[src/rtl/dpwm_pkg.sv]
package dpwm_pkg;

    typedef enum logic {
        EDGE_TRAIL = 1'b0,
        EDGE_LEAD  = 1'b1
    } edge_mode_e;

endpackage

[src/rtl/dpwm_ramp_ctr.sv]
module dpwm_ramp_ctr #(
    parameter int unsigned PERIOD = 1000,
    parameter int unsigned CW     = $clog2(PERIOD + 1)
) (
    input  logic          clk_i,
    input  logic          rst_ni,
    output logic [CW-1:0] cnt_o,
    output logic          wrap_o
);
    localparam logic [CW-1:0] LAST = CW'(PERIOD - 1);

    typedef struct packed {
        logic [CW-1:0] cnt;
    } ctr_state_t;

    ctr_state_t st_d, st_q;

    always_comb begin
        st_d = st_q;
        if (st_q.cnt == LAST) begin
            st_d.cnt = '0;
        end else begin
            st_d.cnt = st_q.cnt + 1'b1;
        end
    end

    always_ff @(posedge clk_i or negedge rst_ni) begin
        if (!rst_ni) begin
            st_q.cnt <= LAST;
        end else begin
            st_q <= st_d;
        end
    end

    assign cnt_o  = st_q.cnt;
    assign wrap_o = (st_q.cnt == LAST);
endmodule

[src/rtl/dpwm_cfg_latch.sv]
module dpwm_cfg_latch
    import dpwm_pkg::*;
#(
    parameter int unsigned PERIOD = 1000,
    parameter int unsigned CW     = $clog2(PERIOD + 1)
) (
    input  logic          clk_i,
    input  logic          rst_ni,
    input  logic          load_i,
    input  logic [CW-1:0] duty_i,
    input  logic          mode_i,
    input  logic [CW-1:0] delay_i,
    output edge_mode_e    mode_o,
    output logic          force_on_o,
    output logic          force_off_o,
    output logic [CW-1:0] thr_o,
    output logic [CW-1:0] smp_o
);
    localparam logic [CW-1:0] P_V  = CW'(PERIOD);
    localparam logic [CW-1:0] P_M1 = CW'(PERIOD - 1);
    localparam logic [CW-1:0] P_M2 = CW'(PERIOD - 2);

    typedef struct packed {
        edge_mode_e    mode;
        logic          force_on;
        logic          force_off;
        logic [CW-1:0] thr;
        logic [CW-1:0] smp;
    } cfg_state_t;

    cfg_state_t    st_d, st_q;
    logic [CW-1:0] dly_c;
    logic [CW-1:0] te_lim;
    logic [CW-1:0] le_min;
    logic [CW-1:0] eff;

    always_comb begin
        st_d   = st_q;
        dly_c  = (delay_i > P_M2) ? P_M2 : delay_i;
        te_lim = P_M1 - dly_c;
        le_min = dly_c + 1'b1;
        eff    = '0;
        if (load_i) begin
            st_d.mode      = edge_mode_e'(mode_i);
            st_d.force_off = (duty_i == '0);
            st_d.force_on  = (duty_i >= P_V);
            st_d.smp       = te_lim;
            if (mode_i == EDGE_LEAD) begin
                eff      = (duty_i > le_min) ? duty_i : le_min;
                st_d.thr = P_V - eff;
            end else begin
                eff      = (duty_i < te_lim) ? duty_i : te_lim;
                st_d.thr = eff;
            end
        end
    end

    always_ff @(posedge clk_i or negedge rst_ni) begin
        if (!rst_ni) begin
            st_q.mode      <= EDGE_TRAIL;
            st_q.force_on  <= 1'b0;
            st_q.force_off <= 1'b1;
            st_q.thr       <= '0;
            st_q.smp       <= P_M1;
        end else begin
            st_q <= st_d;
        end
    end

    assign mode_o      = st_q.mode;
    assign force_on_o  = st_q.force_on;
    assign force_off_o = st_q.force_off;
    assign thr_o       = st_q.thr;
    assign smp_o       = st_q.smp;
endmodule

[src/rtl/dpwm_out_stage.sv]
module dpwm_out_stage
    import dpwm_pkg::*;
#(
    parameter int unsigned PERIOD = 1000,
    parameter int unsigned CW     = $clog2(PERIOD + 1)
) (
    input  logic          clk_i,
    input  logic          rst_ni,
    input  logic [CW-1:0] cnt_i,
    input  edge_mode_e    mode_i,
    input  logic          force_on_i,
    input  logic          force_off_i,
    input  logic [CW-1:0] thr_i,
    input  logic [CW-1:0] smp_i,
    output logic          gate_o,
    output logic          sample_o,
    output logic          start_o,
    output edge_mode_e    mode_o,
    output logic          forced_o
);
    typedef struct packed {
        logic       armed;
        logic       gate;
        logic       sample;
        logic       start;
        edge_mode_e mode;
        logic       forced;
    } out_state_t;

    out_state_t st_d, st_q;
    logic       level;

    always_comb begin
        st_d       = st_q;
        st_d.armed = st_q.armed | (cnt_i == '0);
        if (force_off_i) begin
            level = 1'b0;
        end else if (force_on_i) begin
            level = 1'b1;
        end else if (mode_i == EDGE_LEAD) begin
            level = (cnt_i >= thr_i);
        end else begin
            level = (cnt_i < thr_i);
        end
        st_d.gate   = st_d.armed & level;
        st_d.start  = st_d.armed & (cnt_i == '0);
        st_d.sample = st_d.armed & (cnt_i == smp_i);
        st_d.mode   = mode_i;
        st_d.forced = force_on_i | force_off_i;
    end

    always_ff @(posedge clk_i or negedge rst_ni) begin
        if (!rst_ni) begin
            st_q.armed  <= 1'b0;
            st_q.gate   <= 1'b0;
            st_q.sample <= 1'b0;
            st_q.start  <= 1'b0;
            st_q.mode   <= EDGE_TRAIL;
            st_q.forced <= 1'b1;
        end else begin
            st_q <= st_d;
        end
    end

    assign gate_o   = st_q.gate;
    assign sample_o = st_q.sample;
    assign start_o  = st_q.start;
    assign mode_o   = st_q.mode;
    assign forced_o = st_q.forced;
endmodule

[src/rtl/dpwm_edge_sel.sv]
module dpwm_edge_sel
    import dpwm_pkg::*;
#(
    parameter int unsigned PERIOD = 1000,
    parameter int unsigned CW     = $clog2(PERIOD + 1)
) (
    input  logic          clk_i,
    input  logic          rst_ni,
    input  logic [CW-1:0] duty_i,
    input  logic          mode_i,
    input  logic [CW-1:0] delay_i,
    output logic          gate_o,
    output logic          sample_o,
    output logic          start_o
);
    logic [CW-1:0] cnt_q;
    logic          wrap;
    edge_mode_e    cfg_mode;
    logic          cfg_force_on;
    logic          cfg_force_off;
    logic [CW-1:0] cfg_thr;
    logic [CW-1:0] cfg_smp;
    edge_mode_e    out_mode;
    logic          out_forced;

    dpwm_ramp_ctr #(.PERIOD(PERIOD), .CW(CW)) u_ctr (
        .clk_i  (clk_i),
        .rst_ni (rst_ni),
        .cnt_o  (cnt_q),
        .wrap_o (wrap)
    );

    dpwm_cfg_latch #(.PERIOD(PERIOD), .CW(CW)) u_cfg (
        .clk_i       (clk_i),
        .rst_ni      (rst_ni),
        .load_i      (wrap),
        .duty_i      (duty_i),
        .mode_i      (mode_i),
        .delay_i     (delay_i),
        .mode_o      (cfg_mode),
        .force_on_o  (cfg_force_on),
        .force_off_o (cfg_force_off),
        .thr_o       (cfg_thr),
        .smp_o       (cfg_smp)
    );

    dpwm_out_stage #(.PERIOD(PERIOD), .CW(CW)) u_out (
        .clk_i       (clk_i),
        .rst_ni      (rst_ni),
        .cnt_i       (cnt_q),
        .mode_i      (cfg_mode),
        .force_on_i  (cfg_force_on),
        .force_off_i (cfg_force_off),
        .thr_i       (cfg_thr),
        .smp_i       (cfg_smp),
        .gate_o      (gate_o),
        .sample_o    (sample_o),
        .start_o     (start_o),
        .mode_o      (out_mode),
        .forced_o    (out_forced)
    );
endmodule

[config.mk]
export PLATFORM = sky130hd
export DESIGN_NAME = dpwm_edge_sel
export DESIGN_NICKNAME = d
export VERILOG_FILES = /design/src/rtl/dpwm_pkg.sv /design/src/rtl/dpwm_ramp_ctr.sv /design/src/rtl/dpwm_cfg_latch.sv /design/src/rtl/dpwm_out_stage.sv /design/src/rtl/dpwm_edge_sel.sv
export SDC_FILE = /design/constraint.sdc
export NUM_CORES = 1
export LEC_CHECK = 0
export ABC_AREA = 1
export BUFFER_PORTS_ARGS = -buffer_cell sky130_fd_sc_hd__buf_2
export CAP_MARGIN = 25
export CORE_MARGIN = 4
export CORE_UTILIZATION = 66
export CTS_CLUSTER_SIZE = 40
export DETAILED_ROUTE_END_ITERATION = 10
export PLACE_DENSITY = 0.91
export SETUP_SLACK_MARGIN = 0.5
export SLEW_MARGIN = 10
export SYNTH_ARGS = -nofsm -noshare
export SYNTH_HDL_FRONTEND = slang
export SYNTH_SLANG_ARGS = --single-unit
[constraint.sdc]
create_clock -name clk_i -period 2.76 [get_ports clk_i]
set_input_delay 0.138 -clock clk_i [delete_from_list [all_inputs] [get_ports clk_i]]
set_output_delay 0.138 -clock clk_i [all_outputs]
set_load 0.02 [all_outputs]
==> results of run 1 <==
synth_stat cells (2+ instances only):
cell type,n
nor4_1,4
o21ai_0,31
xnor2_1,3
nand2_1,90
ha_1,32
clkbuf_1,6
o21a_1,2
nand2_4,2
nor2_1,30
a22oi_1,2
dfstp_2,17
nand3_1,28
o21ai_1,3
o2111ai_1,3
nor3_1,12
nor2_2,3
dfrtp_1,20
o21ai_2,4
nand4_1,8
clkinv_1,2
nand3_2,4
a21oi_1,21
nand2_2,10
xor2_1,14
or2_2,3
nor2_4,2
inv_1,77
o211ai_1,7
o21bai_1,2
timing repair:
item / 4_1_cts
gates cloned: 0
hold buffers: 1
setup buffers: 12
setup endpoints to repair: 10
endpoints found under the hold margin: 20
pin swaps: 27
gates resized for setup: 43
cell families after synthesis:
| kind of cell | after synthesis |
|---|---|
| AOI/OAI and AO/OA | 87 |
| xor gates and xnor gates | 17 |
| adders and majority gates | 32 |
| buffers and inverters | 88 |
| DFF | 37 |
| and+or+nand+nor | 198 |
per-layer routing:
layer	GRT overflow	GRT usage (%)
met1	2	79.1
met2	265	116
met3	5	62.6
met4	112	102
met5	0	11.8
stage by stage:
| stage | util (%) | hold slack [ns] | setup WS (ns) |
|---|---|---|---|
| 2_1_floorplan | - | -0.158 | -0.459 |
| 3_3_place_gp | 83.3 | 0.253 | -0.642 |
| 3_5_place_dp | 83.3 | 0.263 | -0.829 |
| 4_1_cts | 92.4 | 0.161 | -0.353 |
==> results.md, run 1 <==
- Yosys mapped a number of flops with a built-in enable equal to 0.
- Global routing used slightly below 90% of the available tracks across all layers.
- Summed over all layers, the global routing overflow is 384.
- The last reported worst endpoint of the global-route repair pass is u_cfg.thr_o[8]$_DFFE_PN0N_/D.
- The final weighted congestion in routability-driven placement is approximately 0.96.
- The area after detailed placement is 0.00399 sq mm.
- By area, the combinational part of the netlist is dominated by simple AND/OR/NAND/NOR gates.
- Of the total synthesized cell area, the portion taken by full adders, half adders and majority gates is around an eighth.
- The tool reported: "[ERROR GRT-0232] Routing congestion too high. Check the congestion heatmap in the GUI".
- The H-tree level count is 2.
- The number of standard-cell rows in the floorplan is 25.
- Once detailed placement completed, the half-perimeter wirelength came to 7.28 mm.
- Entering global routing, the biggest net connects 38 pins.
- The I/O pin count is 26.
- The average cell area after synthesis is 7.22 sq um.
- The flow did not finish.
- The dominant synthesized flop cell is dfrtp_1.
- In the synthesized netlist, the number of instances is between 400 and 500.
- The flow stopped in global routing.
- The synthesized netlist devotes ~28% of its cell area to simple gates.
- The synthesized netlist devotes 4.49% of its cell area to XOR and XNOR gates.
- The worst endpoint pin kind is a sequential cell input.
- Measured along the y axis, the die boundary spans 78.9 um.
- The Yosys step of the flow raised 0 warnings.
- The number of placed cells counting well taps is 604.
- Counting flops with an async set or reset pin after synthesis yields a share of 100%.
- When the netlist entered floorplanning its net count stood at 514.
- The root buffer selected by CTS is clkbuf_8.
- The area share of the largest cell type after synthesis is 15.1%.
- Counting along the longest clock path gives a buffer depth of 2.
- In the post-synthesis netlist, the biggest area contributors are dfrtp_1 (15%), dfstp_2 (13%), ha_1 (12%), nand2_1 (10%), inv_1 (8.7%).
- The complex-gate fraction of the synthesized area is 16.5%.
- Clock tree synthesis found a total of 37 sinks.
- The total clock buffers created by CTS is 5.
- The flop and latch count out of synthesis is 37.
- In this run the tool buffered the top-level ports with 25 buffer cells.
- Summing the sequential cell areas from Yosys gives 28.6% of the chip area.
- The starting utilization of the core area is 69.3%.
- In the synthesized netlist, mux cells make up 0% of the area.
- The post-synthesis instance area is 0.00332 sq mm.
- The synthesized netlist contains 46 unique library cells.
- The cell type with the largest total area after synthesis is dfrtp_1.
- The floorplan die width is approximately 79 um.
==> inputs of run 2 (changes only) <==
--- a/config.mk
+++ b/config.mk
@@ -9,11 +9,9 @@
 export BUFFER_PORTS_ARGS = -buffer_cell sky130_fd_sc_hd__buf_2
 export CAP_MARGIN = 25
 export CORE_MARGIN = 4
-export CORE_UTILIZATION = 66
-export CTS_CLUSTER_SIZE = 40
+export CORE_UTILIZATION = 40
 export DETAILED_ROUTE_END_ITERATION = 10
-export PLACE_DENSITY = 0.91
-export SETUP_SLACK_MARGIN = 0.5
+export PLACE_DENSITY_LB_ADDON = 0.15
 export SLEW_MARGIN = 10
 export SYNTH_ARGS = -nofsm -noshare
 export SYNTH_HDL_FRONTEND = slang
==> results.md, run 2 <==
- The flow ran to the end, but the final reports show violations.
- The checks that failed: negative setup slack.
- The first global-routing pass estimated 16.5 mm of wire.
- The layout-stage area growth over the synthesis result is 38.3%.
- Dividing the final minimum period by the clock period gives 110%.
- The synthesized instance count is 459 (unchanged).
- The maximum root-to-sink buffer count is 2 (unchanged).
- The total inserted antenna cells is 0.
- The analysis attributes to net switching a power of 520 uW.
- The hold violation count in the final report came to 0.
- The total clock buffers created by CTS was 5 (unchanged).
- Across the VDD grid, the largest voltage drop is 147 uV.
- The async set or reset register ratio after synthesis came to 100% (unchanged).
- The TritonCTS clock tree is yes.
- The internal power of the cells totals 1020 uW.
- The H-tree level count is 2 (unchanged).
- The static leakage power is 0.00235 uW.
- The number of endpoints failing setup at the final stage is 9.
- The overall via count from detail_route is 3441.
- The number of iterations in the first detailed-routing pass is 4.
- The most common cell in the synthesized netlist is nand2_1.
- The HPWL after detailed placement came to 7.70 mm (+5.8%).
- Setup repair after global routing could not meet its margin everywhere.
- The number of flops mapped to enable cells by yosys is 0 (unchanged).
- The via count normalized by instance count is 5.14.
- The final weighted congestion in routability-driven placement is 0.890 (-7.0%).
- The adder-cell area share of the yosys netlist is 12.1% (unchanged).
- Derived from the worst setup path, the maximum achievable clock frequency is 330 MHz.
- The share of synthesized cell area in and, or, nand and nor gates is 28.0% (unchanged).
- The top cell types in the final layout, fill and taps aside, are buf_4 (78), inv_1 (75), nand2_1 (72).
- The clock reaches the later pin of the worst-skew pair after 0.29 ns.
- Max-cap violations in this run came to 0.
- The post-detailed-route count of antenna-violating nets is 0.
- The total overflow left after global routing is 0.
- The synthesis warning total is 0 (unchanged).
- The post-layout worst setup margin is -0.267 ns.
- The starting utilization of the core area is 42.0% (-27 points).
- Net switching is 33.8% of the power.
- The number of antenna violations at the first check in global routing is 0.
- The class of the tightest hold or removal check is in -> reg.
- The floorplan die width is 99.0 um (+26%).
- The number of distinct library cells after synthesis is 46 (unchanged).
- The number of global-route vias before repair was between 3000 and 4000.
- The total length of routed wires is 9.95 mm.
- The data arrival time at the worst-slack endpoint is 3.20 ns.
- The I/O pin count was 26 (unchanged).
- The category of the worst setup path capture point is a flip-flop.
- The power density over cell area is 336 mW/mm^2.
- For this run, design rule violations remaining after detail routing come to 0.
- The fraction of the yosys area taken by sequential cells is 28.6% (unchanged).
- The complex-gate fraction of the synthesized area is 16.5% (unchanged).
- Headroom to the max-slew limit came out at 47.0%.
- The final clock skew is 0.00872 ns.
- The mux cell area share after synthesis is 0% (unchanged).
- The sequential group share of total power is 35.8%.
- The number of I/O port buffers came to 25 (unchanged).
- The post-synthesis instance area came to 0.00332 sq mm (unchanged).
- The xor and xnor fraction of the mapped netlist area is 4.49% (unchanged).
- The most numerous cell type found on the critical path is nand2_2.
- For this run, the slowest stage of the critical path takes 0.27 ns.
- Of all cell types, the one taking the most synthesized area is dfrtp_1.
- The area occupied by registers is 947 sq um.
- By count the netlist is led by nand2_1 (90), inv_1 (77), ha_1 (32), o21ai_0 (31), nor2_1 (30).
- The number of placed cells counting well taps is 643 (+6.5%).
- Clock-pin slew was measured on the worst setup and hold paths at 0.08 ns.
- The overall die height came to 99.0 um (+26%).
- The area of the multi-input gates is around 0.0023 sq mm.
- The final cell count without fillers is 669.
- The first-iteration detailed-routing DRC count is 208.
- The root buffer selected by CTS is clkbuf_8.
- Measured on the finished design, the core utilization comes to 58.1%.
- The data required time at the worst endpoint is just under 3 ns.
- The final layout contains 621 nets.
- The flop and latch count out of synthesis was 37 (unchanged).
- The clock network is responsible for 25.8% of the overall power.
- The area share of the largest cell type after synthesis is 15.1% (unchanged).
- The largest net degree at the start of global routing is 38.
- The smallest clock period supported by the final layout is computed as 3.03 ns.
- The transition time at the pin with the least slew margin is ~0.80 ns.
- The total nets after synthesis is 514 (unchanged).
- The combinational family with the most area after synthesis is simple AND/OR/NAND/NOR gates.
- The full die area is 0.00981 sq mm.
- Cells with a size suffix above 1 make up 36.2% of the layout.
- The category of the critical setup timing path is in -> reg.
- For this run, the leading register cell type out of synthesis is dfrtp_1.
- The overall routing resource usage is approximately a fifth.
- The number of standard-cell rows in the floorplan is 32 (+28%).
- Yosys attributes the largest share of cell area to dfrtp_1 (15%), dfstp_2 (13%), ha_1 (12%), nand2_1 (10%), inv_1 (8.7%).
- The average cell area after synthesis is 7.22 sq um (unchanged).
- After layout, the design draws a total of around 1500 uW.
- The core box area is approximately 0.008 sq mm.
- The total clock sinks is 37 (unchanged).
- In this run the worst path has a maximum fanout of 8.
- The cell type of the slowest stage on the worst timing path is ha_1.
- The worst setup path is launched from an input port.
- The most common library cell in the layout ignoring fill and taps is buf_4.
- After filler insertion, the fill cell instance count of the layout stands at roughly 720.
- The part of the power in combinational logic is a little under two fifths.
- The average routed wire per standard cell is approximately 15 um.
- The number of pins exceeding their max-slew limit in the final report is 0.
-- run 2: cell counts after synthesis --
Identical to the previous run, type by type.
-- run 2: per-stage QoR --
step | instance area, sq um | setup slack [ns] | setup TNS, ns | hold slack, ns
after floorplan | 3370 | -0.461 | -3.24 | -0.158
after global placement | 4060 | -0.625 | -5.17 | 0.277
after detailed placement | 4060 | -0.736 | -6.13 | 0.280
after CTS | 4440 | -0.318 | -2.17 | 0.150
after global routing | 4590 | -0.568 | -4.85 | 0.178
final | 4590 | -0.267 | -1.93 | 0.178
-- run 2: layout make-up --
class / instances / area share (%)
inverter: 80 / 6.60
multi-input combinational: 334 / 50.2
tap: 102 / 2.78
clock buffer: 7 / 1.88
sequential: 37 / 20.7
timing repair buffer: 108 / 17.7
clock inverter: 1 / 0.164
-- run 2: path summary, 6_finish.rpt --
kind / endpoint / from / slack (ns) / cells past startpoint
setup reg to reg: u_cfg.thr_o[4]$_DFFE_PN0N_ / u_ctr.cnt_o[1]$_DFF_PN1_ / 0.60 / 8
hold / removal: u_cfg.thr_o[8]$_DFFE_PN0N_ / mode_i / 0.18 / 3
min in group asynchronous: u_out.gate_o$_DFF_PN0_ / rst_ni / 0.46 / 2
setup / recovery: u_cfg.thr_o[6]$_DFFE_PN0N_ / delay_i[7] / -0.27 / 30
max in group asynchronous: u_ctr.cnt_o[4]$_DFF_PN0_ / rst_ni / 1.78 / 2
hold reg to reg: u_out.st_q[5]$_DFF_PN0_ / u_out.st_q[5]$_DFF_PN0_ / 0.49 / 2
-- run 2: routing by layer --
layer | global-route usage (%) | share of wire, % | wire (um) | vias up
met5 | 0 | 0 | 0 | -
met4 | 10.4 | 4.1 | 404 | 0
met3 | 2.55 | 4.5 | 445 | 33
met2 | 35.9 | 49 | 4860 | 103
met1 | 25.0 | 43 | 4240 | 1578
li1 | - | - | - | 1727
-- run 2: critical path, delay by kind of cell --
| family | cells | cell delay [ns] |
|---|---|---|
| AND/OR/NAND/NOR | 21 | 1.90 |
| buffers and inverters | 4 | 0.26 |
| adder cells (fa/ha/maj) | 3 | 0.57 |
| XOR/XNOR | 2 | 0.33 |
-- run 2: timing repair --
item                                    in CTS  in global routing
buffers inserted                            11                  6
resized for setup                           41                 25
endpoints found under the setup margin       9                 10
endpoints found under the hold margin       20                  0
pin swaps                                   30                 35
hold buffers                                 1                  0
-- run 2: cell families after synthesis --
family | count (synthesis)
xor gates and xnor gates | 17
AOI/OAI and AO/OA | 87
and+or+nand+nor | 198
DFF | 37
adders and majority gates | 32
buffers and inverters | 88
-- run 2: power groups by stage --
stage                     clock (uW)  combinational, uW  sequential (uW)
final                            397                592              552
after global routing             427                655              553
after CTS                        409                544              552
after detailed placement           0                470              561
after global placement             0                459              561
after floorplan                    0                268              561
No activity file was read; power rests on OpenSTA's default activity.
==> inputs of run 3 (changes only) <==
--- a/config.mk
+++ b/config.mk
@@ -16,3 +16,4 @@
 export SYNTH_ARGS = -nofsm -noshare
 export SYNTH_HDL_FRONTEND = slang
 export SYNTH_SLANG_ARGS = --single-unit
+export TNS_END_PERCENT = 10
==> constraint.sdc (replaced) <==
create_clock -name clk_i -period 3.92 [get_ports clk_i]
set_input_delay 0.196 -clock clk_i [delete_from_list [all_inputs] [get_ports clk_i]]
set_output_delay 0.196 -clock clk_i [all_outputs]
set_load 0.02 [all_outputs]
==> results.md, run 3 (same netlist as run 2, synthesis figures left out) <==
- The maximum root-to-sink buffer count came to 2 (unchanged).
- Counting stages on the worst path, the most repeated cell is nand2_1.
- The number of placed cells counting well taps was 593 (-7.8%).
- The final reports fail on negative hold slack.
- The final net count is 553 (-11%).
- The floorplan die width was 99.0 um (unchanged).
- The number of remaining DRC errors is 0 (unchanged).
- The number of standard-cell rows in the floorplan is 32 (unchanged).
- The number of iterations in the first detailed-routing pass is 4 (unchanged).
- The path depth of the worst reg2reg path is 9 (+1).
- The largest net degree at the start of global routing is 38 (unchanged).
- The number of pins exceeding their max-slew limit in the final report is 0 (unchanged).
- The area of the multi-input gates came to 0.00203 sq mm (-12%).
- The H-tree level count came to 2 (unchanged).
- The number of endpoints failing setup at the final stage came to 0 (-9).
- The highest cell delay on the worst timing path is 0.27 ns (about the same).
- The worst IR drop on VDD came to 101 uV (-31%).
- The total negative slack for setup checks came to 0 ns (+1.93 ns).
- The post-detailed-route count of antenna-violating nets came to 0 (unchanged).
- The overall routing resource usage is 18.7% (-2.0 points).
- In this run the critical register-to-register path is captured at u_cfg.thr_o[3]$_DFFE_PN0N_.
- The number of antenna violations at the first check in global routing is 0 (unchanged).
- In this run the worst hold path is classified as in -> async.
- The flow ran to the end, but the final reports show violations.
- The number of I/O port buffers was 25 (unchanged).
- The core box area is 0.00789 sq mm (unchanged).
- The number of buffers and inverters on the critical path is 5 (+1).
- The worst slack on hold paths is -0.00201 ns (-0.180 ns).
- The number of max-cap violations was 0 (unchanged).
- The number of filler instances in the final layout is 808 (+12%).
- The startpoint identified for the worst register-to-register timing path is u_ctr.cnt_o[1]$_DFF_PN1_.
- The pre-CTS worst setup slack was 0.116 ns (+0.852 ns).
- The hold buffer count at cts was 0 (-1).
- The I/O pin count is 26 (unchanged).
- The overall die height is 99.0 um (unchanged).
- The data required time at the worst endpoint is 4.13 ns (+1.19 ns).
- The total overflow reported by the global router is 0 (unchanged).
- The first-iteration detailed-routing DRC count is 89 (-57%).
- The cell type of the slowest stage on the worst timing path is ha_1.
- The power density over cell area is 248 mW/mm^2 (-26%).
- The clock period could shrink to 3.44 ns.
- The first-pass GRT wire length is 14.9 mm (-9.6%).
- The final weighted congestion in routability-driven placement is 0.868 (-2.5%).
- The HPWL after detailed placement is 7.10 mm (-7.8%).
- The number of global-route vias before repair is 3115 (-14%).
- The slack of the worst reg-to-reg path is 1.61 ns (+1.01 ns).
- The cell family contributing the most delay on the critical path is simple AND/OR/NAND/NOR gates.
- The category of the worst setup path capture point is a flip-flop.
- The later-pin clock latency in the skew report came to 0.29 ns (about the same).
- In the layout the commonest cells are nand2_1 (90), inv_1 (77), ha_1 (32).
- The final cell count without fillers came to 601 (-10%).
- The biggest fanout along the worst timing path is 9 (+1).
- The post-layout worst setup margin is 0.477 ns (+0.743 ns).
- The layout-stage area growth over the synthesis result is 12.5%.
- The total clock buffers created by CTS is 5 (unchanged).
- The via count normalized by instance count was 5.15 (+0.22%).
- Leaving out fill and tap cells, the most frequent cell in the layout is nand2_1.
- The transition time at the pin with the least slew margin came to 0.813 ns (+0.0180 ns).
- The total length of routed wires is 8.77 mm (-12%).
- The top achievable clock speed is 290 MHz.
- The total clock sinks is 37 (unchanged).
- The overall via count from detail_route is 3098 (-10%).
- The worst slew margin relative to its limit is 45.8% (-1.2 points).
- The root buffer selected by CTS is clkbuf_8.
- The area occupied by registers was 947 sq um (unchanged).
- The hold violation count in the final report was 1 (+1).
- The worst setup path is launched from an input port.
- The clock slew seen by the registers of the worst setup and hold paths is 0.07 ns (about the same).
- The data arrival time at the worst-slack endpoint is 3.66 ns (+0.46 ns).
- Setup repair after global routing left no endpoint under its margin.
- The full die area came to 0.00981 sq mm (unchanged).
- The total inserted antenna cells is 0 (unchanged).
- The average routed wire per standard cell is 14.6 um (-1.9%).
- The final clock skew is 0.00947 ns (+0.000755 ns).
- The most critical setup path has its startpoint at delay_i[5].
- TritonCTS built the clock tree.
- After layout, the worst path uses 87.8% of the clock period.
- The static leakage power came to 0.00194 uW (-17%).
- The share of cells above drive strength 1 came to 19.8% (-16 points).
- The setup path with the least slack is of type in -> reg.
- The starting utilization of the core area came to 42.0% (unchanged).
## run 3: cell count changes in the layout (fill, tap and decap cells not counted), moves of 8 or more
cell / before / now
buf_4: 78 / 15
buf_6: 10 / 0
nand2_1: 72 / 90
nand2_2: 19 / 10
nand2_4: 10 / 2
nand3_1: 19 / 28
## run 3: final cells by class
cell class,instances,area share (%)
Timing Repair Buffer,40,6.37
Clock inverter,3,0.469
Sequential cell,37,25.4
Tap cell,102,3.42
Inverter,80,8.05
Clock buffer,5,1.84
Multi-Input combinational cell,334,54.5
## run 3: worst max path at each step
stage                     depth (start not counted)                          to  slack [ns]
after global routing                             29  u_cfg.thr_o[4]$_DFFE_PN0N_        0.04
after detailed placement                         30  u_cfg.thr_o[6]$_DFFE_PN0N_        0.12
after global placement                           28  u_cfg.thr_o[9]$_DFFE_PN0N_        0.20
after CTS                                        30  u_cfg.thr_o[6]$_DFFE_PN0N_        0.42
final                                            28  u_cfg.thr_o[9]$_DFFE_PN0N_        0.48
after floorplan                                  30  u_cfg.thr_o[6]$_DFFE_PN0N_        0.41
## run 3: power breakdown
part	internal (uW)	switching, uW	leakage (uW)
combinational	100	175	0.00150
sequential	387	1.85	0.000392
clock	123	138	0.0000439
total	610	314	0.00194
## run 3: metal layers
metal | vias up | wire [um] | global-route usage [%]
li1 | 1591 | - | -
met1 | 1432 | 4040 | 23.7
met2 | 55 | 4220 | 32.2
met3 | 20 | 250 | 2.55
met4 | 0 | 260 | 7.04
met5 | - | 0 | 0
## run 3: metrics by stage
stage | utilization (%) | cell area, sq um | total power (uW)
after floorplan | - | 3320 | 576
after global placement | 46.1 | 3640 | 665
after detailed placement | 46.1 | 3640 | 670
after CTS | 47.2 | 3730 | 934
after global routing | 47.3 | 3730 | 986
final | 47.3 | 3730 | 924
## run 3: worst reg2reg max path, stage by stage, from the launching register on
cell	delay [ns]
dfstp_2	0.59
ha_1	0.19
nand2_1	0.11
nor3_1	0.19
and2_0	0.15
buf_4	0.21
clkinv_1	0.21
nor2_1	0.29
o21ai_0	0.19
o221ai_1	0.11
## run 3: repair_timing
action,CTS,global route
setup endpoints to repair,0,4
gates resized for setup,0,1
setup buffers,0,0
==> inputs of run 4 (changes only) <==
--- a/config.mk
+++ b/config.mk
@@ -6,13 +6,13 @@
 export NUM_CORES = 1
 export LEC_CHECK = 0
 export ABC_AREA = 1
-export BUFFER_PORTS_ARGS = -buffer_cell sky130_fd_sc_hd__buf_2
+export BUFFER_PORTS_ARGS = -buffer_cell sky130_fd_sc_hd__buf_4
 export CAP_MARGIN = 25
 export CORE_MARGIN = 4
 export CORE_UTILIZATION = 40
 export DETAILED_ROUTE_END_ITERATION = 10
 export PLACE_DENSITY_LB_ADDON = 0.15
-export SLEW_MARGIN = 10
+export SLEW_MARGIN = 20
 export SYNTH_ARGS = -nofsm -noshare
 export SYNTH_HDL_FRONTEND = slang
 export SYNTH_SLANG_ARGS = --single-unit
==> results.md, run 4 (same netlist as run 2, synthesis figures left out) <==
- The floorplan die width is 99.0 um (unchanged).
- The final net count is 547 (-1.1%).
- The area of the multi-input gates is 0.00203 sq mm (unchanged).
- The share of cells above drive strength 1 came to 18.5% (-1.4 points).
- The full die area is 0.00981 sq mm (unchanged).
- The layout-stage area growth over the synthesis result is 13.4%.
- The number of max-cap violations came to 0 (unchanged).
- The total length of routed wires is 8.68 mm (-1.1%).
- The largest net degree at the start of global routing came to 38 (unchanged).
- The final clock skew is 0.0111 ns (+0.00163 ns).
- The area occupied by registers is 947 sq um (unchanged).
- The total met2 wirelength after detailed routing came to 4.19 mm (-0.85%).
- The transition time at the pin with the least slew margin is 0.717 ns (-0.0968 ns).
- The type of element launching the critical path is an input port.
- The number of iterations in the first detailed-routing pass is 4 (unchanged).
- The total negative slack for setup checks came to 0 ns (unchanged).
- The final weighted congestion in routability-driven placement came to 0.899 (+3.5%).
- The data arrival time at the worst-slack endpoint was 3.62 ns (-0.04 ns).
- The overall via count from detail_route is 3056 (-1.4%).
- The number of filler instances in the final layout is 796 (-1.5%).
- The post-detailed-route count of antenna-violating nets is 0 (unchanged).
- The critical path in this run is classified as in -> reg.
- The total chip power is 939 uW (+1.6%).
- The post-route met1 wirelength is 3.92 mm (-2.9%).
- The total inserted antenna cells came to 0 (unchanged).
- The starting utilization of the core area is 42.0% (unchanged).
- The class of the tightest hold or removal check is in -> reg.
- The total clock buffers created by CTS is 5 (unchanged).
- The final cell count without fillers is 595 (-1.0%).
- The HPWL after detailed placement is 7.02 mm (-1.1%).
- The wire length on met3 came to 287 um (+15%).
- The pre-CTS worst setup slack was 0.0791 ns (-0.0367 ns).
- The number of global-route vias before repair is 3006 (-3.5%).
- The via count normalized by instance count is 5.14 (-0.36%).
- The first-iteration detailed-routing DRC count is 175 (+97%).
- The total clock sinks is 37 (unchanged).
- The static leakage power is 0.00193 uW (-0.56%).
- The number of endpoints failing setup at the final stage is 0 (unchanged).
- The first-pass GRT wire length came to 14.6 mm (-1.7%).
- The biggest fanout along the worst timing path is 7 (-2).
- The minimum clock period is 3.44 ns (-0.00581 ns).
- The clock slew seen by the registers of the worst setup and hold paths came to 0.08 ns (about the same).
- The average routed wire per standard cell is 14.6 um (about the same).
- The hold violation count in the final report was 0 (-1).
- The power density over cell area is 250 mW/mm^2 (+0.88%).
- The flow ran to the end, and the final reports show no timing, DRC or antenna violations.
- The top achievable clock speed is 291 MHz (+0.17%).
- The post-route clock period utilization was 87.7% (-0.15 points).
- The highest cell delay on the worst timing path is 0.27 ns (about the same).
- The total overflow reported by the global router came to 0 (unchanged).
- The data required time at the worst endpoint is 4.10 ns (-0.03 ns).
- Leaving out fill and tap cells, the most frequent cell in the layout is nand2_1.
- The cell type of the slowest stage on the worst timing path is ha_1.
- The overall routing resource usage came to 18.7% (-0.046 points).
- The post-layout worst setup margin came to 0.483 ns (+0.00581 ns).
- Setup repair after global routing left no endpoint under its margin.
- The number of standard-cell rows in the floorplan is 32 (unchanged).
- The number of antenna violations at the first check in global routing is 0 (unchanged).
- The overall die height is 99.0 um (unchanged).
- The I/O pin count came to 26 (unchanged).
- The number of remaining DRC errors is 0 (unchanged).
- The library cells used most frequently in the layout, excluding fill and tap cells, are nand2_1 (90), inv_1 (77), buf_4 (33).
- The maximum root-to-sink buffer count is 2 (unchanged).
- The H-tree level count is 2 (unchanged).
- The number of pins exceeding their max-slew limit in the final report is 0 (unchanged).
- By instance count, the cell type seen most on the critical path is nand2_1.
- The number of I/O port buffers came to 25 (unchanged).
- The root buffer selected by CTS is clkbuf_8.
- The TritonCTS clock tree is yes.
- The worst IR drop on VDD is 116 uV (+14%).
- The worst setup path is captured at a flip-flop.
- The worst slew margin relative to its limit is 52.1% (+6.3 points).
- The later-pin clock latency in the skew report is 0.29 ns (about the same).
- The number of placed cells counting well taps was 586 (-1.2%).
- The core box area is 0.00789 sq mm (unchanged).
- The highest layer touched by signal routing is met4.
run 4: layout make-up:
type / instances / area share [%]
timing repair buffer: 34 / 6.86
sequential: 37 / 25.2
clock inverter: 1 / 0.200
multi-input combinational: 334 / 54.1
tap: 102 / 3.40
inverter: 80 / 7.99
clock buffer: 7 / 2.30
run 4: path summary, 6_finish.rpt:
path	startpoint	to	slack (ns)	cells past startpoint
worst max-delay path	delay_i[5]	u_cfg.thr_o[6]$_DFFE_PN0N_	0.48	30
worst min-delay path	mode_i	u_cfg.thr_o[9]$_DFFE_PN0N_	0.23	3
worst max register to register	u_ctr.cnt_o[1]$_DFF_PN1_	u_cfg.thr_o[0]$_DFFE_PN0N_	1.59	7
worst min register to register	u_cfg.smp_o[9]$_DFFE_PN1N_	u_cfg.smp_o[9]$_DFFE_PN1N_	0.50	2
max in group asynchronous	rst_ni	u_ctr.cnt_o[6]$_DFF_PN1_	3.15	2
min in group asynchronous	rst_ni	u_out.gate_o$_DFF_PN0_	0.41	2
run 4: what timing repair did:
item | 4_1_cts | 5_1_grt
hold endpoints to repair | 20 | 0
setup endpoints to repair | 0 | 4
buffers inserted | 0 | 0
gates resized for setup | 0 | 2
hold buffers | 1 | 0
run 4: metal layers:
metal	up-vias	global-route usage, %
li1	1580	-
met1	1387	23.7
met2	65	31.4
met3	24	2.76
met4	0	7.98
met5	-	0
run 4: per-stage QoR:
stage                     hold WS [ns]  cell area (sq um)  util (%)
after floorplan                -0.0996               3320         -
after global placement           0.187               3650      46.3
after detailed placement         0.187               3650      46.3
after CTS                        0.224               3750      47.6
after global routing             0.240               3760      47.7
final                            0.230               3760      47.7
run 4: power breakdown:
| part | internal [uW] | switching, uW |
|---|---|---|
| Combinational | 98.5 | 173 |
| Sequential | 387 | 1.87 |
| Clock | 143 | 136 |
run 4: critical path: cells and delay by family:
kind          cells  cell delay, ns
xor+xnor          2            0.35
fa+ha+maj         3            0.63
buf+inv           4            0.32
simple gates     21            2.12
